$ cat src/rtl/sp_bank_pkg.sv
package sp_bank_pkg;
  localparam int NUM_SLOTS = 3;
  localparam int SLOT_W    = 2;

  typedef enum logic [SLOT_W-1:0] {
    SLOT_USR  = 2'd0,
    SLOT_MST  = 2'd1,
    SLOT_IRQ  = 2'd2,
    SLOT_NONE = 2'd3
  } slot_e;
endpackage

$ cat src/rtl/sp_slot_pick.sv
module sp_slot_pick
  import sp_bank_pkg::*;
(
  input  logic  sup_mode,
  input  logic  master_mode,
  input  logic  msp_present,
  output slot_e pick
);
  always_comb begin
    if (!sup_mode)
      pick = SLOT_USR;
    else if (!msp_present || master_mode)
      pick = SLOT_MST;
    else
      pick = SLOT_IRQ;
  end
endmodule

$ cat src/rtl/sp_bank_store.sv
module sp_bank_store
  import sp_bank_pkg::*;
#(
  parameter int DATA_W = 32
) (
  input  logic                              clk,
  input  logic                              rst,
  input  logic                              save_en,
  input  slot_e                             save_idx,
  input  logic [DATA_W-1:0]                 save_data,
  input  logic                              wr_en,
  input  slot_e                             wr_idx,
  input  logic [DATA_W-1:0]                 wr_data,
  output logic [NUM_SLOTS-1:0][DATA_W-1:0]  slot_q
);
  for (genvar g = 0; g < NUM_SLOTS; g++) begin : g_slot
    logic hit_wr, hit_save;
    assign hit_wr   = wr_en   && (wr_idx   == slot_e'(g));
    assign hit_save = save_en && (save_idx == slot_e'(g));

    always_ff @(posedge clk) begin
      if (rst)
        slot_q[g] <= '0;
      else if (hit_wr)
        slot_q[g] <= wr_data;
      else if (hit_save)
        slot_q[g] <= save_data;
    end
  end
endmodule

$ cat src/rtl/sp_bank_top.sv
module sp_bank_top
  import sp_bank_pkg::*;
#(
  parameter int DATA_W = 32
) (
  input  logic              clk,
  input  logic              rst,
  input  logic              sw_req,
  input  logic              sup_mode,
  input  logic              master_mode,
  input  logic              msp_present,
  input  logic              a7_we,
  input  logic [DATA_W-1:0] a7_wdata,
  output logic [DATA_W-1:0] a7_q,
  output logic [1:0]        active_slot,
  input  logic              cr_we,
  input  logic [1:0]        cr_code,
  input  logic [DATA_W-1:0] cr_wdata,
  input  logic [1:0]        cr_rcode,
  output logic [DATA_W-1:0] cr_rdata
);
  slot_e                            act_q, pick, act_d;
  logic [NUM_SLOTS-1:0][DATA_W-1:0] slot_q;
  logic [DATA_W-1:0]                a7_eff, a7_d;
  logic                             wr_ok;
  slot_e                            wr_idx, rd_idx;

  assign wr_idx = slot_e'(cr_code);
  assign rd_idx = slot_e'(cr_rcode);
  assign wr_ok  = cr_we && (wr_idx != SLOT_NONE);
  assign a7_eff = a7_we ? a7_wdata : a7_q;

  sp_slot_pick u_pick (
    .sup_mode    (sup_mode),
    .master_mode (master_mode),
    .msp_present (msp_present),
    .pick        (pick)
  );

  sp_bank_store #(.DATA_W(DATA_W)) u_store (
    .clk       (clk),
    .rst       (rst),
    .save_en   (sw_req),
    .save_idx  (act_q),
    .save_data (a7_eff),
    .wr_en     (wr_ok),
    .wr_idx    (wr_idx),
    .wr_data   (cr_wdata),
    .slot_q    (slot_q)
  );

  // Next active slot and next A7 value.
  always_comb begin
    act_d = sw_req ? pick : act_q;
    if (wr_ok && (wr_idx == act_d))
      a7_d = cr_wdata;
    else if (!sw_req || (act_d == act_q))
      a7_d = a7_eff;
    else
      a7_d = slot_q[act_d];
  end

  always_ff @(posedge clk) begin
    if (rst) begin
      act_q <= SLOT_MST;
      a7_q  <= '0;
    end else begin
      act_q <= act_d;
      a7_q  <= a7_d;
    end
  end

  // Side-port read; the active slot is served from A7.
  always_comb begin
    if (rd_idx == SLOT_NONE)
      cr_rdata = '0;
    else if (rd_idx == act_q)
      cr_rdata = a7_q;
    else
      cr_rdata = slot_q[rd_idx];
  end

  assign active_slot = act_q;
endmodule

$ cat config.mk
export PLATFORM = sky130hd
export DESIGN_NAME = sp_bank_top
export DESIGN_NICKNAME = d
export VERILOG_FILES = /design/src/rtl/sp_bank_pkg.sv /design/src/rtl/sp_slot_pick.sv /design/src/rtl/sp_bank_store.sv /design/src/rtl/sp_bank_top.sv
export SDC_FILE = /design/constraint.sdc
export NUM_CORES = 1
export LEC_CHECK = 0
export BUFFER_PORTS_ARGS = -buffer_cell sky130_fd_sc_hd__buf_2
export CAP_MARGIN = 20
export CORE_MARGIN = 4
export CORE_UTILIZATION = 40
export DETAILED_ROUTE_END_ITERATION = 7
export PLACE_DENSITY = 0.65
export RECOVER_POWER = 50
export SYNTH_ARGS = -nofsm -noshare
export SYNTH_HDL_FRONTEND = slang
export SYNTH_SLANG_ARGS = --single-unit
$ cat constraint.sdc
create_clock -name clk -period 1.92 [get_ports clk]
set_input_delay 0.192 -clock clk [delete_from_list [all_inputs] [get_ports clk]]
set_output_delay 0.192 -clock clk [all_outputs]
set_load 0.005 [all_outputs]
==> results of run 1 <==
[sequential cells by signal, indices dropped and copies added (netlist names)]
register        count
u_store.slot_q     96
a7_q               32
active_slot         2
[per-stage QoR]
step	cells	hold WS [ns]	util (%)	area, µm²
after detailed placement	1319	0.4875	47.62	9420
final	1354	0.05871	52.60	10410
after global placement	1319	0.4822	47.62	9420
after global routing	1354	0.06021	52.60	10410
after floorplan	981	0.3327	-	8168
after CTS	1349	0.04723	50.94	10080
[cells in the final DEF (no fill, tap or decap), types with 7 or more instances in the layout]
master	synthesis	final
nor2_1	194	194
a221oi_1	32	29
dfxtp_1	130	128
o22ai_2	0	19
and2_1	34	33
o2111ai_1	32	32
buf_12	0	23
o22ai_1	32	11
mux2i_1	32	32
clkbuf_16	0	20
mux2_1	29	29
clkbuf_1	80	20
o41ai_2	30	29
a211oi_1	96	96
buf_2	7	123
mux2_2	35	35
a21oi_1	128	121
a21oi_2	0	7
buf_4	0	25
o21bai_1	32	32
[critical path, cell delays in order, from the launching register on]
cell,delay (ns)
dfxtp_4,0.36
xnor2_4,0.22
nand2_4,0.09
nand2b_4,0.22
buf_12,0.19
o22ai_4,0.07
a21oi_2,0.18
buf_2,0.15
[power by group through the flow]
stage | registers [µW] | clock network, µW | logic [µW]
6_report | 3120 | 3330 | 2220
5_1_grt | 3140 | 3440 | 2410
4_1_cts | 3100 | 3340 | 2070
3_5_place_dp | 3150 | 0 | 2030
3_3_place_gp | 3160 | 0 | 2000
2_1_floorplan | 3100 | 0 | 1280
[metal layers]
metal	routed length [µm]	global-route usage [%]	vias to the layer above	share of wire, %
met4	495	6.437	4	1.7
met2	13700	40.14	345	48
li1	-	-	3890	-
met5	21	0	-	0.073
met1	12490	32.42	3973	43
met3	2112	5.087	43	7.3
[kinds of logic (layout without fill, tap and decap cells)]
kind of cell | after synthesis | in the layout | synth area share [%]
AOI/OAI and AO/OA | 390 | 390 | 36.01
xor gates and xnor gates | 2 | 2 | 0.2148
buffers and inverters | 118 | 226 | 5.907
DFF | 130 | 130 | 31.91
muxes | 96 | 96 | 12.76
and+or+nand+nor | 245 | 245 | 13.19
[synth_stat cells, types with 2 or more instances]
library cell	count	area (µm²)
buf_6	4	45.04
o41ai_1	2	17.52
nor3b_1	3	22.52
inv_1	2	7.510
nand4b_1	2	17.52
a21oi_1	128	640.6
o22ai_1	32	200.2
dfxtp_1	130	2603
mux2i_1	32	320.3
o41ai_2	30	488.0
mux2_1	29	326.6
nor2_1	194	728.2
a211oi_1	96	720.7
buf_1	24	90.09
o21bai_1	32	240.2
o2111ai_1	32	280.3
mux2_2	35	394.1
buf_2	7	35.03
a221oi_1	32	280.3
clkbuf_1	80	300.3
nand2b_1	3	18.77
and3b_1	2	17.52
and2_1	34	212.7
xnor2_1	2	17.52
[layout make-up]
type | instances | area share, %
clock inverter | 5 | 0.9860
tap | 265 | 3.187
clock buffer | 24 | 4.630
timing repair buffer | 194 | 14.15
inverter | 3 | 0.1082
multi-input combinational | 733 | 51.88
sequential | 130 | 25.06
[path summary, 6_finish.rpt]
kind,endpoint,slack (ns),from
worst max-delay path,cr_rdata[22],-0.17,active_slot[1]
worst max register to register,a7_q[25],0.07,active_slot[1]
worst min-delay path,u_store.slot_q[20],0.06,cr_wdata[20]
worst min register to register,u_store.slot_q[16],0.66,u_store.slot_q[16]
[timing repair]
item                                   4_1_cts  5_1_grt
setup buffers                                0        1
setup endpoints to repair                   32       55
cloned                                       1        4
resized for setup                           13       40
hold buffers                                 0        0
pin swaps                                    3       10
endpoints found under the hold margin        0        0
==> flow_summary_export.csv, run 1 <==
group,metric,value,unit
clock_network,clk_pin_slew_worst_paths,0.06,ns
placed_design,dp_hpwl,17690,µm
layout,seq_area,0.002608,mm²
power_and_ir_drop,switchingPower,2626,µW
sta,hold_viol_final,0,
die,die_w,150.8,µm
sta,slew_violations,0,
clock_network,numClockSinks,130,
sta,fin_crit,2.092,ns
placed_design,port_buffers,141,
yosys,synth-async-reset-ratio,0,%
grt,antenna_found_initial,2,
outcome,status,"finished with violations",
sta,grt_setup_unrepaired,"true",
power_and_ir_drop,p_int,6041,µW
die,die_area,0.02274,mm²
route,routed_via_density,6.097,
route,wl,28810,µm
critical_path,reg2reg_depth,6,
sta,finalWorstSetupSlack,-0.1718,ns
min_path,holdCritPathClass,"input pin to register",
power_and_ir_drop,netSwitchingFraction,30.30,%
grt,grtUsageTotal,24.32,%
clock_network,clock_latency,0.43,ns
sta,slew_headroom,67.00,%
power_and_ir_drop,sequentialPowerShare,36.0,%
min_path,hold_depth,3,
power_and_ir_drop,p_leak,0.004200,µW
yosys,yosysSeqAreaShare,31.91,%
yosys,synth.distinct_cells,38,
grt,grt_pass1_wl,43670,µm
layout,diodes,0,
yosys,syn_avg_cell_area,8.313,µm²
placed_design,gp_congestion,0.8233,
die,fp.dieH,150.8,µm
clock_network,cts_max_level,4,
grt,grt_start_max_net_pins,65,
route,first_pass_iters,5,
critical_path,critPathArrivalTime,1.90,ns
route,ant_nets,0,
power_and_ir_drop,ir_worst_vdd,0.6461,mV
yosys,ys_ff_latch,130,
sta,setup_viol,32,
sta,skew,0.01329,ns
grt,grt_overflow,0,
layout,fin_nets,1155,
yosys,synthFlopType,"dfxtp_1",
die,core-area,0.01978,mm²
yosys,synth_area,0.008155,mm²
critical_path,worstSetupPathType,"register to primary output",
critical_path,crit_required,1.73,ns
clock_network,numCtsBuffers,17,
clock_network,clock_path_buffers,2,
job,max-cap-violations,0,
layout,multi_input_area,0.005398,mm²
clock_network,root_buffer,"clkbuf_16",
critical_path,cp-end-kind,"primary output",
power_and_ir_drop,power_frac_comb,25.6,%
critical_path,critPathMaxFanout,8,
die,rows,51,
sta,finalSetupTns,-3.749,ns
yosys,yosysWarnings,0,
power_and_ir_drop,finalPower,8667,µW
clock_network,cts_tree,"built",
layout,syn_to_final_growth,27.59,%
sta,max_freq,0.4781,GHz
die,ios,142,
outcome,violations,"negative setup slack",
power_and_ir_drop,powerDensity,833.0,mW/mm²
grt,grt_pass1_vias,7782,
critical_path,cp-start-kind,"register",
route,vias,8255,
sta,fin_crit_sh,108.9,%
layout,drive_gt1_share,29.57,%
power_and_ir_drop,clock_power_share,38.4,%
route,route.detailed.drc,0,
yosys,syn_inst,981,
route,drtIter0Drc,736,
yosys,syn_nets,1057,
sta,tightest_slew,0.4812,ns
yosys,synth_edf_count,0,
route,post_drt_wl_per_cell,21.28,µm
placed_design,dp_slack,0.02972,ns
layout,fill_cells,1830,
die,start_util,41.23,%
No activity file was read; power rests on OpenSTA's default activity.
==> run 2, diff against run 1 <==
CORE_UTILIZATION = 52   (was 40)
MAX_ROUTING_LAYER = met4   (was unset)
PLACE_DENSITY = 0.8   (was 0.65)
==> run 2 against run 1 <==
  * The run still ends with negative setup slack left
  * Utilization is 17 points higher
  * Clock skew is 0.0082 ns lower
  * Via count is 9.6% higher
  * Sequential power hardly changed
  * Register-to-register slack worse by 0.12 ns
  * Worst hold slack worse by 0.010 ns
  * Flip-flop and latch count stayed put
  * Sequential share of layout area is 0.43 points lower
  * Critical path depth is 1 lower
  * Critical path type unchanged
  * Largest cell class unchanged
==> flow_summary_export.csv, run 2 (same netlist as run 1, synthesis figures left out) <==
group,metric,value,unit
outcome,status,"finished with violations",
outcome,violations,"negative setup slack",
critical_path,cp.depth,6,
clock_network,cts_tree,"built",
power_and_ir_drop,powerDensity,855.1,mW/mm²
sta,slew_violations,0,
route,vias,9045,
grt,antenna_found_initial,1,
route,routed_via_density,6.905,
route,first_pass_iters,6,
die,die_area,0.01775,mm²
power_and_ir_drop,finalPower,9044,µW
power_and_ir_drop,sequentialPowerShare,34.7,%
sta,max_freq,0.4960,GHz
power_and_ir_drop,ir_worst_vdd,0.7486,mV
route,drtIter0Drc,1336,
clock_network,numCtsBuffers,17,
critical_path,cp-end-kind,"primary output",
placed_design,dp_hpwl,16280,µm
critical_path,cp_slowest_stage_delay,0.34,ns
power_and_ir_drop,p_int,6213,µW
min_path,hold_depth,3,
critical_path,critPathSlowestCell,"dfxtp_2",
placed_design,port_buffers,141,
sta,skew,0.005134,ns
job,max-cap-violations,0,
sta,slew_headroom,61.14,%
sta,setup_viol,57,
critical_path,critPathArrivalTime,1.82,ns
die,rows,45,
clock_network,clock_latency,0.43,ns
sta,fin_crit_sh,105.0,%
placed_design,gp_congestion,0.8503,
power_and_ir_drop,switchingPower,2831,µW
power_and_ir_drop,netSwitchingFraction,31.30,%
die,fp.dieH,133.2,µm
grt,grtUsageTotal,31.48,%
critical_path,regToRegSetupSlack,-0.05,ns
sta,finalWorstSetupSlack,-0.09605,ns
grt,grt_start_max_net_pins,65,
route,wl,30700,µm
grt,grt_pass1_wl,44170,µm
power_and_ir_drop,p_leak,0.004283,µW
die,core-area,0.01526,mm²
grt,grt_overflow,0,
die,ios,142,
layout,final_cell_mix,"193 x nor2_1, 130 x buf_2, 128 x dfxtp_1",
clock_network,clock_path_buffers,2,
critical_path,critPathTopFamily,"flip-flops",
clock_network,clk_pin_slew_worst_paths,0.06,ns
die,start_util,53.45,%
placed_design,place_inst,1260,
critical_path,critPathMaxFanout,8,
sta,grt_setup_unrepaired,"true",
power_and_ir_drop,power_frac_comb,26.3,%
grt,grt_pass1_vias,8394,
critical_path,crit_required,1.73,ns
critical_path,cp-start-kind,"register",
die,die_w,133.2,µm
route,ant_nets,0,
layout,drive_gt1_share,31.69,%
layout,final_common_cell,"nor2_1",
power_and_ir_drop,clock_power_share,39.0,%
critical_path,worstSetupPathType,"register to primary output",
route,post_drt_wl_per_cell,23.43,µm
critical_path,crit_chain,"xnor2_2, and2_4, buf_12, o21bai_1, a21oi_2, buf_2",
sta,finalHoldWorstSlack,0.04850,ns
min_path,holdCritPathClass,"input pin to register",
sta,finalSetupTns,-1.770,ns
layout,largest_reg_flops,96,
sta,hold_viol_final,0,
layout,final_cells,1310,
clock_network,root_buffer,"clkbuf_16",
route,route.detailed.drc,0,
layout,syn_to_final_growth,29.69,%
sta,tightest_slew,0.5666,ns
critical_path,path_buf_inv,2,
clock_network,numClockSinks,130,
clock_network,cts_max_level,4,
layout,top_register,"u_store.slot_q",
critical_path,reg2reg_depth,8,
layout,fin_util,69.32,%
sta,fin_crit,2.016,ns
layout,fin_nets,1161,
run 2: cell types whose count changed in the layout (fill, tap and decap cells not counted), moves of 4 or more:
cell	previous run	this run
buf_4	25	21
a21oi_1	121	117
buf_6	0	10
buf_12	23	16
clkbuf_1	20	10
a21oi_2	7	11
o22ai_2	19	13
buf_2	123	130
o41ai_2	29	25
o22ai_4	2	6
run 2: power groups by stage:
stage / clock network (µW) / logic [µW] / registers (µW)
3_5_place_dp: 0 / 1970 / 3150
3_3_place_gp: 0 / 1920 / 3150
2_1_floorplan: 0 / 1280 / 3100
6_report: 3520 / 2380 / 3140
4_1_cts: 3510 / 2100 / 3110
5_1_grt: 3650 / 2530 / 3150
run 2: area by class of cell:
cell class	instances	area [µm²]
multi-input combinational	733	5495
clock buffer	19	452.9
clock inverter	13	182.7
tap	211	264.0
inverter	3	11.26
timing repair buffer	200	1563
sequential	130	2605
fill	1120	4682
antenna	1	2.502
run 2: layer usage:
layer  routed length (µm)  global-route usage [%]  share of wire [%]
met1                11620                   38.92                 38
met4                 1511                   14.34                4.9
met3                 3658                   7.515                 12
met5                    0                       -                  0
met2                13900                   48.87                 45
run 2: worst reg2reg max path, delay by kind of cell, from the launching register on:
family | cells | cell delay [ns]
and+or+nand+nor | 3 | 0.72
DFF | 1 | 0.34
buffers and inverters | 3 | 0.44
AOI/OAI and AO/OA | 2 | 0.34
run 2: stage by stage:
stage / instance area (µm²) / setup WS, ns
2_1_floorplan: 8168 / 0.02056
3_3_place_gp: 9228 / 0.1111
3_5_place_dp: 9228 / 0.02940
4_1_cts: 10110 / -0.05952
5_1_grt: 10580 / -0.1176
6_report: 10580 / -0.09605
run 2: path summary, 6_finish.rpt:
path                      start            endpoint
max              active_slot[1]        cr_rdata[21]
min                 cr_wdata[9]   u_store.slot_q[9]
max reg2reg      active_slot[1]            a7_q[17]
min reg2reg  u_store.slot_q[27]  u_store.slot_q[27]
run 2: what timing repair did:
| action | 4_1_cts | 5_1_grt |
|---|---|---|
| pin swaps | 6 | 21 |
| setup endpoints to repair | 32 | 64 |
| hold buffers | 0 | 0 |
| cloned | 4 | 8 |
| buffers inserted | 2 | 3 |
| resized for setup | 30 | 45 |
==> run 3, diff against run 2 <==
ABC_AREA = 1   (was unset)
==> run 3 against run 2 <==
  * Via count grew 19%
  * Die area grew 2.1%
  * Utilization shrank 2.6 points
  * Non-clock buffer count grew 10
  * Fmax shrank 1.6%
  * Area after synthesis grew 2.3%
  * Critical endpoint is now cr_rdata[23]
  * Setup slack lost 0.032 ns
  * Clock power shrank 17%
  * The run still ends with negative setup slack left
  * Critical path depth grew 3
==> flow_summary_export.csv, run 3 <==
group,metric,value,unit
die,ios,142,
critical_path,cp_slowest_stage_delay,0.37,ns
grt,grt_overflow,0,
yosys,yosysWarnings,0,
min_path,hold_depth,3,
sta,grt_setup_unrepaired,"true",
job,max-cap-violations,0,
clock_network,numClockSinks,130,
yosys,syn_nets,1468,
yosys,synth.distinct_cells,25,
yosys,yosysSeqAreaShare,31.21,%
sta,fin_crit_sh,106.7,%
yosys,synth-async-reset-ratio,0,%
clock_network,cts_max_level,4,
yosys,yosys.area.top_type,"dfxtp_1",
min_path,holdCritPathClass,"input pin to register",
min_path,min_from,"cr_wdata[24]",
die,fp.dieH,134.6,µm
layout,fin_nets,1591,
critical_path,cp-start-kind,"register",
grt,grt_use_met2,54.34,%
grt,grt_pass1_wl,51040,µm
power_and_ir_drop,p_leak,0.004935,µW
outcome,status,"finished with violations",
yosys,yosysMostFrequentCell,"nand2_1",
route,vias,10740,
clock_network,root_buffer,"clkbuf_16",
grt,grt_util_met3,8.793,%
layout,final_cell_mix,"367 x nand2_1, 186 x inv_1, 133 x a21oi_1",
yosys,syn_avg_cell_area,5.991,µm²
yosys,netlist_top_cells_count,"390 x nand2_1, 189 x inv_1, 149 x a21oi_1, 130 x dfxtp_1, 122 x o21ai_0",
critical_path,critPathMaxFanout,7,
grt,grt_start_max_net_pins,70,
clock_network,cts_tree,"built",
grt,grt_pass1_vias,9869,
yosys,synthMuxAreaShare,0,%
yosys,synth_top_area_share,31.21,%
min_path,hold_end,"u_store.slot_q[56]",
layout,largest_reg_flops,96,
sta,slew_headroom,62.12,%
route,route.detailed.drc,0,
sta,finalHoldWorstSlack,0.04287,ns
critical_path,cp-end-kind,"primary output",
sta,setup_viol,32,
grt,grtUsageTotal,36.28,%
sta,finalWorstSetupSlack,-0.1283,ns
layout,top_register,"u_store.slot_q",
clock_network,clock_path_buffers,2,
yosys,synthAdderAreaFrac,0,%
layout,fill_cells,1354,
die,die_w,134.6,µm
layout,final_cells,1746,
layout,drive_gt1_share,19.57,%
placed_design,dp_hpwl,19490,µm
placed_design,port_buffers,141,
critical_path,critPathLaunch,"active_slot[1]",
placed_design,place_inst,1694,
critical_path,crit_required,1.73,ns
sta,skew,0.005966,ns
outcome,violations,"negative setup slack",
placed_design,dp_slack,0.1391,ns
grt,globalRoute.busiestLayer,"met2",
sta,hold_viol_final,0,
die,die_area,0.01813,mm²
critical_path,worstSetupPathType,"register to primary output",
critical_path,crit_chain,"xor2_4, a21oi_4, buf_6, buf_12, buf_16, nand2_4, nand2_2, a21oi_2, buf_2",
route,drtIter0Drc,1943,
yosys,ys_top_cells_by_area,"dfxtp_1 31%, nand2_1 18%, a21oi_1 8.9%",
critical_path,rr_startpoint,"active_slot[1]",
yosys,synth_top_family_by_area,"simple AND/OR/NAND/NOR gates",
critical_path,reg2reg_depth,13,
yosys,synthSimpleGateAreaFrac,28.13,%
clock_network,postCtsHoldBufs,0,
route,routed_via_density,6.153,
die,start_util,52.88,%
critical_path,regToRegSetupSlack,0.11,ns
yosys,synth_edf_count,0,
sta,fin_crit,2.048,ns
route,ant_nets,0,
yosys,synthFlopType,"dfxtp_1",
die,rows,46,
yosys,ys_ff_latch,130,
sta,max_freq,0.4882,GHz
critical_path,critPathSlowestCell,"dfxtp_4",
die,core-area,0.01577,mm²
yosys,synth_area,0.008339,mm²
layout,final_common_cell,"nand2_1",
yosys,syn_inst,1392,
sta,slew_violations,0,
route,post_drt_wl_per_cell,19.14,µm
layout,syn_to_final_growth,26.24,%
yosys,synth_compound_area_share,25.96,%
critical_path,critPathArrivalTime,1.86,ns
clock_network,numCtsBuffers,17,
grt,met1_usage,44.11,%
layout,fin_util,66.76,%
power_and_ir_drop,powerDensity,789.0,mW/mm²
sta,tightest_slew,0.5676,ns
clock_network,clock_latency,0.43,ns
placed_design,gp_congestion,0.9516,
route,first_pass_iters,6,
yosys,synth_xor_area_share,0.1050,%
clock_network,clk_pin_slew_worst_paths,0.06,ns
critical_path,worst_r2r_endpoint,"a7_q[15]",
route,wl,33410,µm
power_and_ir_drop,ir_worst_vdd,0.7251,mV
grt,antenna_found_initial,2,
==> run 3: worst max path at each step <==
stage,slack [ns],end
floorplan,0.42,cr_rdata[23]
global placement,0.18,a7_q[29]
detailed placement,0.14,a7_q[30]
CTS,-0.09,cr_rdata[14]
global route,-0.16,cr_rdata[5]
finish,-0.13,cr_rdata[23]
==> run 3: per-stage QoR <==
step	TNS [ns]	total power, µW	area, µm²
global placement	0	5047	9382
global route	-3.893	8651	10530
CTS	-2.253	8171	10420
detailed placement	0	5078	9382
floorplan	0	4334	8339
finish	-2.287	8307	10530
==> run 3: cells by family (layout without fill, tap and decap cells) <==
logic type / Yosys count / count (layout)
other cells: 0 / 2
buf+inv: 300 / 436
flops: 130 / 130
simple gates: 581 / 581
xor+xnor: 1 / 1
compound gates: 380 / 380
==> run 3: final cells by class <==
type | instances | area [µm²] | share of cell area (%)
clock inverters | 12 | 67.56 | 0.6418
repair buffers | 210 | 1585 | 15.06
inverters | 194 | 730.7 | 6.941
clock buffers | 20 | 446.7 | 4.243
well taps | 216 | 270.3 | 2.567
multi-input cells | 962 | 4812 | 45.71
diodes | 2 | 5.005 | 0.04754
flip-flops and latches | 130 | 2610 | 24.79
==> run 3: per-layer routing <==
layer  share of wire, %  vias to the layer above  routed length (µm)
met5                  0                        -                   0
met4                6.4                        0                2152
met3                 14                      214                4677
met2                 44                      928               14600
met1                 36                     4807               11980
li1                   -                     4795                   -
==> run 3: power by group <==
part           switching, µW  leakage [µW]  internal, µW
Combinational           1460       0.00361           870
Sequential               140       0.00107          2920
Clock                   1260      0.000255          1660
Total                   2860       0.00494          5440
==> run 3: repair_timing <==
item,in CTS,in global routing
endpoints found under the setup margin,32,38
gates resized for setup,61,22
buffers inserted,9,4
pin swaps,8,7
gates cloned,7,2
==> run 3: critical path, delay by kind of cell, from the launching register on <==
family                    cells  cell delay [ns]
DFF                           1             0.37
buffers and inverters         4             0.55
and+or+nand+nor               2             0.10
xor gates and xnor gates      1             0.16
AOI/OAI and AO/OA             2             0.22
